===== config.mk =====
export PLATFORM = sky130hd
export DESIGN_NAME = wdt_keyed
export DESIGN_NICKNAME = d
export VERILOG_FILES = /design/src/rtl/wdt_keyed_pkg.sv /design/src/rtl/wdt_tick_gen.sv /design/src/rtl/wdt_core.sv /design/src/rtl/wdt_status.sv /design/src/rtl/wdt_keyed.sv
export SDC_FILE = /design/constraint.sdc
export NUM_CORES = 1
export LEC_CHECK = 0
export ABC_AREA = 1
export BUFFER_PORTS_ARGS = -buffer_cell sky130_fd_sc_hd__buf_2
export CAP_MARGIN = 20
export CORE_MARGIN = 2
export CORE_UTILIZATION = 39
export DETAILED_ROUTE_END_ITERATION = 8
export GPL_ROUTABILITY_DRIVEN = 0
export HOLD_SLACK_MARGIN = 0.02
export PLACE_DENSITY = 0.62
export SKIP_CTS_REPAIR_TIMING = 1
export SLEW_MARGIN = 20
export SYNTH_ARGS = -nofsm -noshare
export SYNTH_HDL_FRONTEND = slang
export SYNTH_SLANG_ARGS = --single-unit

===== constraint.sdc =====
create_clock -name clk -period 1.6 [get_ports clk]
set_input_delay 0.24 -clock clk [delete_from_list [all_inputs] [get_ports clk]]
set_output_delay 0.24 -clock clk [all_outputs]
set_load 0.01 [all_outputs]

===== src/rtl/wdt_keyed_pkg.sv =====
package wdt_keyed_pkg;
    typedef enum logic [1:0] {
        ST_STOP  = 2'd0,
        ST_COUNT = 2'd1,
        ST_FIRE  = 2'd2
    } wdt_state_e;

    localparam int OFF_COUNT   = 'h00;
    localparam int OFF_RELOAD  = 'h04;
    localparam int OFF_RESTART = 'h08;
    localparam int OFF_CTRL    = 'h0C;
    localparam int OFF_STATUS  = 'h10;
    localparam int OFF_CLEAR   = 'h14;

    localparam logic [31:0] RESTART_KEY = 32'h0000_4755;

    // control byte bit positions
    localparam int CB_EN     = 0;
    localparam int CB_RST    = 1;
    localparam int CB_IRQ    = 2;
    localparam int CB_EXT    = 3;
    localparam int CB_US     = 4;
    localparam int CB_DOM_LO = 5;
    localparam int CB_DOM_HI = 6;
    localparam int CB_ALT    = 7;
endpackage


===== src/rtl/wdt_tick_gen.sv =====
module wdt_tick_gen #(
    parameter int DIV = 250
) (
    input  logic clk,
    input  logic rst_n,
    output logic tick_us
);
    localparam int W = (DIV > 1) ? $clog2(DIV) : 1;
    localparam logic [W-1:0] LAST = W'(DIV - 1);

    logic [W-1:0] pre_q;

    always_ff @(posedge clk or negedge rst_n) begin
        if (!rst_n)              pre_q <= '0;
        else if (pre_q == LAST)  pre_q <= '0;
        else                     pre_q <= pre_q + 1'b1;
    end

    assign tick_us = (pre_q == LAST);
endmodule


===== src/rtl/wdt_core.sv =====
module wdt_core
    import wdt_keyed_pkg::*;
#(
    parameter int CNT_W = 32
) (
    input  logic             clk,
    input  logic             rst_n,
    input  logic             en,
    input  logic             tick,
    input  logic             keyed,
    input  logic [CNT_W-1:0] reload,
    output wdt_state_e       st,
    output logic [CNT_W-1:0] cnt,
    output logic             expire,
    output logic             fire
);
    wdt_state_e       state_q, state_d;
    logic [CNT_W-1:0] cnt_q, cnt_d;

    always_ff @(posedge clk or negedge rst_n) begin
        if (!rst_n) begin
            state_q <= ST_STOP;
            cnt_q   <= '0;
        end else begin
            state_q <= state_d;
            cnt_q   <= cnt_d;
        end
    end

    always_comb begin
        state_d = state_q;
        cnt_d   = keyed ? reload : cnt_q;
        expire  = 1'b0;
        unique case (state_q)
            ST_STOP: begin
                if (en) state_d = ST_COUNT;
            end
            ST_COUNT: begin
                if (!en) begin
                    state_d = ST_STOP;
                end else if (!keyed && tick) begin
                    if (cnt_q == '0) begin
                        expire  = 1'b1;
                        state_d = ST_FIRE;
                        cnt_d   = reload;
                    end else begin
                        cnt_d = cnt_q - 1'b1;
                    end
                end
            end
            ST_FIRE: begin
                state_d = en ? ST_COUNT : ST_STOP;
            end
            default: state_d = ST_STOP;
        endcase
    end

    always_comb begin
        st   = state_q;
        cnt  = cnt_q;
        fire = (state_q == ST_FIRE);
    end
endmodule


===== src/rtl/wdt_status.sv =====
module wdt_status (
    input  logic       clk,
    input  logic       rst_n,
    input  logic       expire,
    input  logic       alt_boot,
    input  logic       clr,
    output logic [1:0] stat
);
    logic [1:0] stat_q;

    always_ff @(posedge clk or negedge rst_n) begin
        if (!rst_n)      stat_q <= 2'b00;
        else if (expire) stat_q <= stat_q | {alt_boot, 1'b1};
        else if (clr)    stat_q <= 2'b00;
    end

    assign stat = stat_q;
endmodule


===== src/rtl/wdt_keyed.sv =====
module wdt_keyed
    import wdt_keyed_pkg::*;
#(
    parameter int CLK_PER_US = 250,
    parameter int CNT_W      = 32,
    parameter int ADDR_W     = 5
) (
    input  logic              clk,
    input  logic              rst_n,
    input  logic              bus_wr,
    input  logic [ADDR_W-1:0] bus_addr,
    input  logic [31:0]       bus_wdata,
    output logic [31:0]       bus_rdata,
    output logic              rst_req,
    output logic [1:0]        rst_domain,
    output logic              irq_pulse,
    output logic              ext_pulse,
    output logic              cs_swap
);
    logic [CNT_W-1:0] reload_q;
    logic [7:0]       ctrl_q;
    logic [CNT_W-1:0] cnt_q;
    logic [1:0]       stat_q;
    wdt_state_e       st;
    logic             tick_us, tick, keyed_wr, clr_wr, expire, fire;

    assign keyed_wr = bus_wr && (bus_addr == ADDR_W'(OFF_RESTART)) && (bus_wdata == RESTART_KEY);
    assign clr_wr   = bus_wr && (bus_addr == ADDR_W'(OFF_CLEAR)) && bus_wdata[0];
    assign tick     = ctrl_q[CB_US] ? tick_us : 1'b1;

    always_ff @(posedge clk or negedge rst_n) begin
        if (!rst_n) begin
            reload_q <= '0;
            ctrl_q   <= '0;
        end else if (bus_wr) begin
            if (bus_addr == ADDR_W'(OFF_RELOAD)) reload_q <= bus_wdata[CNT_W-1:0];
            if (bus_addr == ADDR_W'(OFF_CTRL))   ctrl_q   <= bus_wdata[7:0];
        end
    end

    wdt_tick_gen #(.DIV(CLK_PER_US)) u_tick (
        .clk(clk), .rst_n(rst_n), .tick_us(tick_us)
    );

    wdt_core #(.CNT_W(CNT_W)) u_core (
        .clk(clk), .rst_n(rst_n), .en(ctrl_q[CB_EN]), .tick(tick),
        .keyed(keyed_wr), .reload(reload_q), .st(st), .cnt(cnt_q),
        .expire(expire), .fire(fire)
    );

    wdt_status u_stat (
        .clk(clk), .rst_n(rst_n), .expire(expire), .alt_boot(ctrl_q[CB_ALT]),
        .clr(clr_wr), .stat(stat_q)
    );

    always_comb begin
        rst_req    = fire & ctrl_q[CB_RST];
        irq_pulse  = fire & ctrl_q[CB_IRQ];
        ext_pulse  = fire & ctrl_q[CB_EXT];
        rst_domain = ctrl_q[CB_DOM_HI:CB_DOM_LO];
        cs_swap    = stat_q[1];
    end

    always_comb begin
        bus_rdata = '0;
        case (bus_addr)
            ADDR_W'(OFF_COUNT):  bus_rdata = 32'(cnt_q);
            ADDR_W'(OFF_RELOAD): bus_rdata = 32'(reload_q);
            ADDR_W'(OFF_CTRL):   bus_rdata = {24'd0, ctrl_q};
            ADDR_W'(OFF_STATUS): bus_rdata = {30'd0, stat_q};
            default:             bus_rdata = '0;
        endcase
    end
endmodule


==> results of run 1 <==
-- flip-flops by register name (all words and copies together), names as in the netlist --
name and flops:
u_tick.pre_q 8, u_core.st 2, reload_q 32, u_core.cnt 32, ctrl_q 8, u_stat.stat 2
-- per-layer routing --
| layer | up-vias | share of wire | track usage |
|---|---|---|---|
| li1 | 3330 | - | - |
| met1 | 3151 | 0.44 | 0.343 |
| met2 | 229 | 0.47 | 0.395 |
| met3 | 34 | 0.064 | 0.0413 |
| met4 | 0 | 0.024 | 0.0737 |
| met5 | - | 0 | 0 |
-- layout make-up --
class,count,share of cell area
flip-flops and latches,84,0.236
well taps,184,0.0258
inverters,110,0.0484
clock inverters,3,0.00518
clock buffers,12,0.0276
multi-input cells,684,0.423
repair buffers,252,0.235
-- layout by cell type, fill, tap and decap left out, drive strengths merged, types with 4 or more instances in the layout --
master  netlist  routed
a21oi        12      12
buf          24     246
clkbuf        5      17
dfrtp        84      84
ha            4       4
inv         109     110
mux2          8       8
nand2       297     297
nand3        42      42
nand4        13      13
nor2        168     168
nor3         15      15
o21ai        92      92
o221ai        6       6
o22ai         8       8
xor2         14      14
-- cell families (layout without fill, tap and decap cells) --
group / count (synthesis) / in the layout
AOI/OAI and AO/OA: 121 / 121
buffers and inverters: 139 / 377
adders and majority gates: 4 / 4
muxes: 8 / 8
DFF: 84 / 84
and+or+nand+nor: 537 / 537
xor gates and xnor gates: 14 / 14
-- stage by stage --
stage / hold WS (ns) / util / instance area, um^2
global placement: 0.0679 / 0.518 / 7580
floorplan: -0.0556 / - / 5900
CTS: -0.298 / 0.538 / 7880
global route: 0.163 / 0.610 / 8940
detailed placement: 0.0687 / 0.518 / 7580
finish: 0.159 / 0.610 / 8940
-- critical path: stages (launching register included) --
cell	delay [ns]
dfrtp_1	0.43
nor2_2	0.16
nand2_2	0.11
buf_12	0.15
nor2_4	0.24
nand3_2	0.18
o21ai_0	0.17
nand3_1	0.14
nand2_1	0.10
nand2_1	0.05
-- report_power, final --
group	internal [mW]	switching (mW)
Clock	1.25	0.890
Sequential	2.60	0.486
Combinational	2.24	2.84
Total	6.10	4.21
-- worst paths after layout --
path                                     from         endpoint  slack (ns)  depth (start not counted)
worst max-delay path            u_core.cnt[6]   u_core.cnt[24]       -0.23                          9
worst min-delay path            bus_wdata[18]     reload_q[18]        0.16                          3
worst max register to register  u_core.cnt[6]   u_core.cnt[24]       -0.23                          9
worst min register to register   reload_q[15]     reload_q[15]        0.50                          2
max in group asynchronous               rst_n    u_core.cnt[5]        0.69                          3
min in group asynchronous               rst_n  u_tick.pre_q[3]        0.26                          2
==> flow_metrics.py, run 1 <==
metrics = {
    "detailed_routing": {
        "firstDrtPassIters": 7,
        "drc": 0,
        "vias_per_cell": 5.07,
        "antenna_left": 0,
        "drtIter0Drc": 584,
        "route.vias.total": 6744,
        "wl_um": 21400,
        "avgRoutedWirePerCell_um": 16.1,
    },
    "yosys": {
        "synth_area_leaders": "dfrtp_1, nand2_1, nor2_1, inv_1, o21ai_0",
        "synthSimpleGateAreaFrac": 0.382,
        "synth_edf_count": 0,
        "yosys.area_share.xor_xnor": 0.0208,
        "ys_warn_count": 0,
        "synthAdderAreaFrac": 0.00850,
        "ys_async_sr_fraction": 1.00,
        "netlist_area_um2": 5890,
        "synth_top_family_by_area": "simple AND/OR/NAND/NOR gates",
        "synthFlopType": "dfrtp_1",
        "yosysMostFrequentCell": "nand2_1",
        "yosysSeqAreaShare": 0.357,
        "synth.avg_cell_area_um2": 6.49,
        "synth_top_area_share": 0.357,
        "ys_ff_latch": 84,
        "synth_compound_area_frac": 0.110,
        "synth_largest_area_cell": "dfrtp_1",
        "synth.area.mux_share": 0.0153,
        "yosys-top-cells-count": "nand2_1, nor2_1, inv_1, dfrtp_1, o21ai_0",
        "synth.net_count": 951,
        "synth.distinct_cells": 36,
        "netlist_instances": 907,
    },
    "clocking": {
        "cts_made_buffers": 9,
        "h-tree-depth": 3,
        "clkSinkCount": 84,
        "clock_path_buffers": 2,
        "clk_pin_slew_ns": 0.07,
        "cts_tree": "done",
        "cts_root_buf": "clkbuf_16",
        "clk_latency_ns": 0.35,
    },
    "placement": {
        "port_buffers": 77,
        "dp_hpwl_um": 14800,
        "pre_cts_slack_ns": -0.256,
        "dp_cells": 1286,
    },
    "finish": {
        "regArea_um2": 2110,
        "synthToLayoutAreaGrowth_pct": 51.8,
        "layout.cells.non_filler": 1329,
        "diodes": 0,
        "nFillCells": 1320,
        "finalNetCount": 1185,
        "multi_input_area_um2": 3780,
        "drive_gt1_frac": 0.371,
    },
    "floorplanning": {
        "core-area_um2": 14600,
        "top_level_ports": 78,
        "placementRows": 44,
        "die-width_um": 127,
        "die_h_um": 127,
        "start_util": 0.402,
        "dieArea_um2": 16100,
    },
    "worst_setup_path": {
        "worstSetupPathType": "reg -> reg",
        "endpoint_kind": "flip-flop",
        "critPathRequiredTime_ns": 1.84,
        "critPathLaunchType": "flip-flop",
        "worstPathArrival_ns": 2.07,
        "path_max_fanout": 6,
    },
    "global_route": {
        "grt_pass1_vias": 6115,
        "grt_pass1_wl_um": 31000,
        "antenna_found_initial": 0,
        "gr-usage-all-layers": 0.246,
        "grt_start_max_net_pins": 78,
        "grt_overflow": 0,
    },
    "timing": {
        "post-route-period-util": 1.14,
        "final_max_slew_viol_count": 0,
        "worstMarginPinSlew_ns": 0.459,
        "rsz0062_at_grt": "yes",
        "slew_headroom": 0.694,
        "fin_crit_ns": 1.83,
        "setup_viol": 34,
        "setup_ws_ns": -0.231,
        "max_freq_ghz": 0.546,
        "final_hold_viol_count": 0,
        "fin_skew_ns": 0.0117,
        "setup_tns_ns": -4.19,
    },
    "outcome": {
        "violations": "setup timing",
        "outcome": "finished, violations left",
    },
    "power_and_ir_drop": {
        "pwr_density_cell_nw_per_um2": 1150,
        "ir_worst_vdd_uv": 769,
        "leakage_nw": 4.49,
        "power_mw": 10.3,
    },
    "min_path": {
        "hold_class": "in -> reg",
    },
    "run": {
        "maxCapViolCount": 0,
    },
}
Power figures use the tool's default switching activity.
==> run 2, diff against run 1 <==
--- a/config.mk
+++ b/config.mk
@@ -10,6 +10,7 @@
 export CAP_MARGIN = 20
 export CORE_MARGIN = 2
 export CORE_UTILIZATION = 39
+export CTS_BUF_LIST = sky130_fd_sc_hd__clkbuf_8
 export DETAILED_ROUTE_END_ITERATION = 8
 export GPL_ROUTABILITY_DRIVEN = 0
 export HOLD_SLACK_MARGIN = 0.02
==> run 2 against run 1 <==
Against the previous run:
- the flow still finishes with violations (setup timing)
- final area fell by 0.43%
- wire length increased by 0.79%
- sequential cell count unchanged
- sequential share of layout area rose by 0.10 points
- worst hold slack got worse by 0.032 ns
- fmax fell by 1.6%
- worst setup slack worse by 0.029 ns
- via count grew 0.58%
- die area stayed put
- critical path depth is 3 higher
- core utilization decreased by 0.26 points
- critical path type unchanged
- highest routed layer unchanged
==> flow_metrics.py, run 2 (synthesized netlist as in run 1, its figures left out) <==
metrics = {
    "finish": {
        "final_common_cell": "nand2_1",
        "diodes": 0,
        "drive_gt1_frac": 0.384,
        "final_cell_mix": "nand2_1, buf_4, nor2_1",
        "final_design_area_no_fill_um2": 8900,
        "synthToLayoutAreaGrowth_pct": 51.2,
        "finalNetCount": 1187,
    },
    "clocking": {
        "clock_path_buffers": 2,
        "clkSinkCount": 84,
        "cts_made_buffers": 9,
        "clk_pin_slew_ns": 0.09,
        "cts_root_buf": "clkbuf_8",
        "clk_latency_ns": 0.38,
        "cts_tree": "done",
        "h-tree-depth": 3,
    },
    "detailed_routing": {
        "route.vias.total": 6783,
        "antenna_left": 0,
        "avgRoutedWirePerCell_um": 16.2,
        "wl_um": 21600,
        "drtIter0Drc": 561,
        "vias_per_cell": 5.10,
        "firstDrtPassIters": 5,
        "drc": 0,
    },
    "worst_setup_path": {
        "endpoint_kind": "flip-flop",
        "worstSetupPathType": "reg -> reg",
        "path_max_fanout": 10,
        "reg2reg_from": "u_core.cnt[1]",
        "cpPeakStageDelay_ns": 0.41,
        "worstPathArrival_ns": 2.13,
        "worstPathCellList": "inv_2 > ha_4 > nand2_1 > nor2_1 > nand2_1 > nor2_2 > nand3_4 > buf_12 > nor2_1 > nor2_1 > nand2_1 > nand2_1",
        "crit_top_cell": "nand2_1",
        "critPathRequiredTime_ns": 1.87,
        "worst-path-buf-inv": 2,
        "cp_slowest_cell": "dfrtp_1",
        "critPathLaunchType": "flip-flop",
        "timing.critical_path.from": "u_core.cnt[1]",
        "cpLargestDelayFamily": "simple AND/OR/NAND/NOR gates",
    },
    "floorplanning": {
        "die-width_um": 127,
        "core-area_um2": 14600,
        "start_util": 0.402,
        "placementRows": 44,
        "die_h_um": 127,
        "top_level_ports": 78,
        "dieArea_um2": 16100,
    },
    "power_and_ir_drop": {
        "ir_worst_vdd_uv": 635,
        "pwr_density_cell_nw_per_um2": 1100,
        "leakage_nw": 4.48,
    },
    "min_path": {
        "worstHoldStart": "bus_wdata[18]",
        "hold_class": "in -> reg",
    },
    "timing": {
        "fin_crit_ns": 1.86,
        "max_freq_ghz": 0.538,
        "setup_tns_ns": -6.86,
        "setup_ws_ns": -0.260,
        "slew_headroom": 0.695,
        "post-route-period-util": 1.16,
        "final_hold_viol_count": 0,
        "rsz0062_at_grt": "yes",
        "final_max_slew_viol_count": 0,
        "worstMarginPinSlew_ns": 0.458,
        "setup_viol": 65,
        "fin_skew_ns": 0.0180,
    },
    "global_route": {
        "gr-usage-all-layers": 0.245,
        "grt_pass1_vias": 6104,
        "antenna_found_initial": 0,
        "grt_start_max_net_pins": 78,
        "grt_pass1_wl_um": 30900,
        "grt_overflow": 0,
    },
    "outcome": {
        "violations": "setup timing",
        "outcome": "finished, violations left",
    },
    "run": {
        "maxCapViolCount": 0,
    },
    "placement": {
        "dp_hpwl_um": 14800,
        "place_area_um2": 7580,
        "port_buffers": 77,
    },
}
-- run 2: where the power goes --
group	switching, mW	internal [mW]
Combinational	2.90	2.26
Clock	0.819	0.751
Sequential	0.503	2.60
Total	4.22	5.61
-- run 2: through the flow --
step	cells	util	setup slack (ns)	hold WS (ns)	power, mW
5_1_grt	1331	0.608	-0.367	0.127	10.5
2_1_floorplan	907	-	-0.0464	-0.0556	5.17
3_3_place_gp	1286	0.518	-0.265	0.0679	7.05
6_report	1331	0.608	-0.260	0.127	9.83
3_5_place_dp	1286	0.518	-0.256	0.0687	7.08
4_1_cts	1301	0.531	-0.282	-0.330	8.66
-- run 2: layer usage --
layer | vias to the layer above | track usage | wire (um)
met2 | 252 | 0.394 | 10100
li1 | 3331 | - | -
met1 | 3149 | 0.343 | 9210
met3 | 51 | 0.0422 | 1560
met5 | - | 0 | 0
met4 | 0 | 0.0679 | 682
-- run 2: area by class of cell --
class	count	area, um^2
fillers	1305	5750
well taps	184	230
multi-input cells	684	3810
flip-flops and latches	84	2110
clock buffers	10	138
clock inverters	5	53.8
repair buffers	254	2130
inverters	110	433
-- run 2: final timing paths --
kind	endpoint	slack (ns)	cells past startpoint
setup reg to reg	u_core.cnt[24]	-0.26	12
hold reg to reg	reload_q[7]	0.51	2
max in group asynchronous	u_core.cnt[11]	0.72	3
min in group asynchronous	u_tick.pre_q[6]	0.22	2
setup / recovery	u_core.cnt[24]	-0.26	12
hold / removal	reload_q[18]	0.13	3
-- run 2: worst min-delay path: stages --
cell and delay, ns:
buf_2 0.10, inv_1 0.06, o21ai_1 0.06
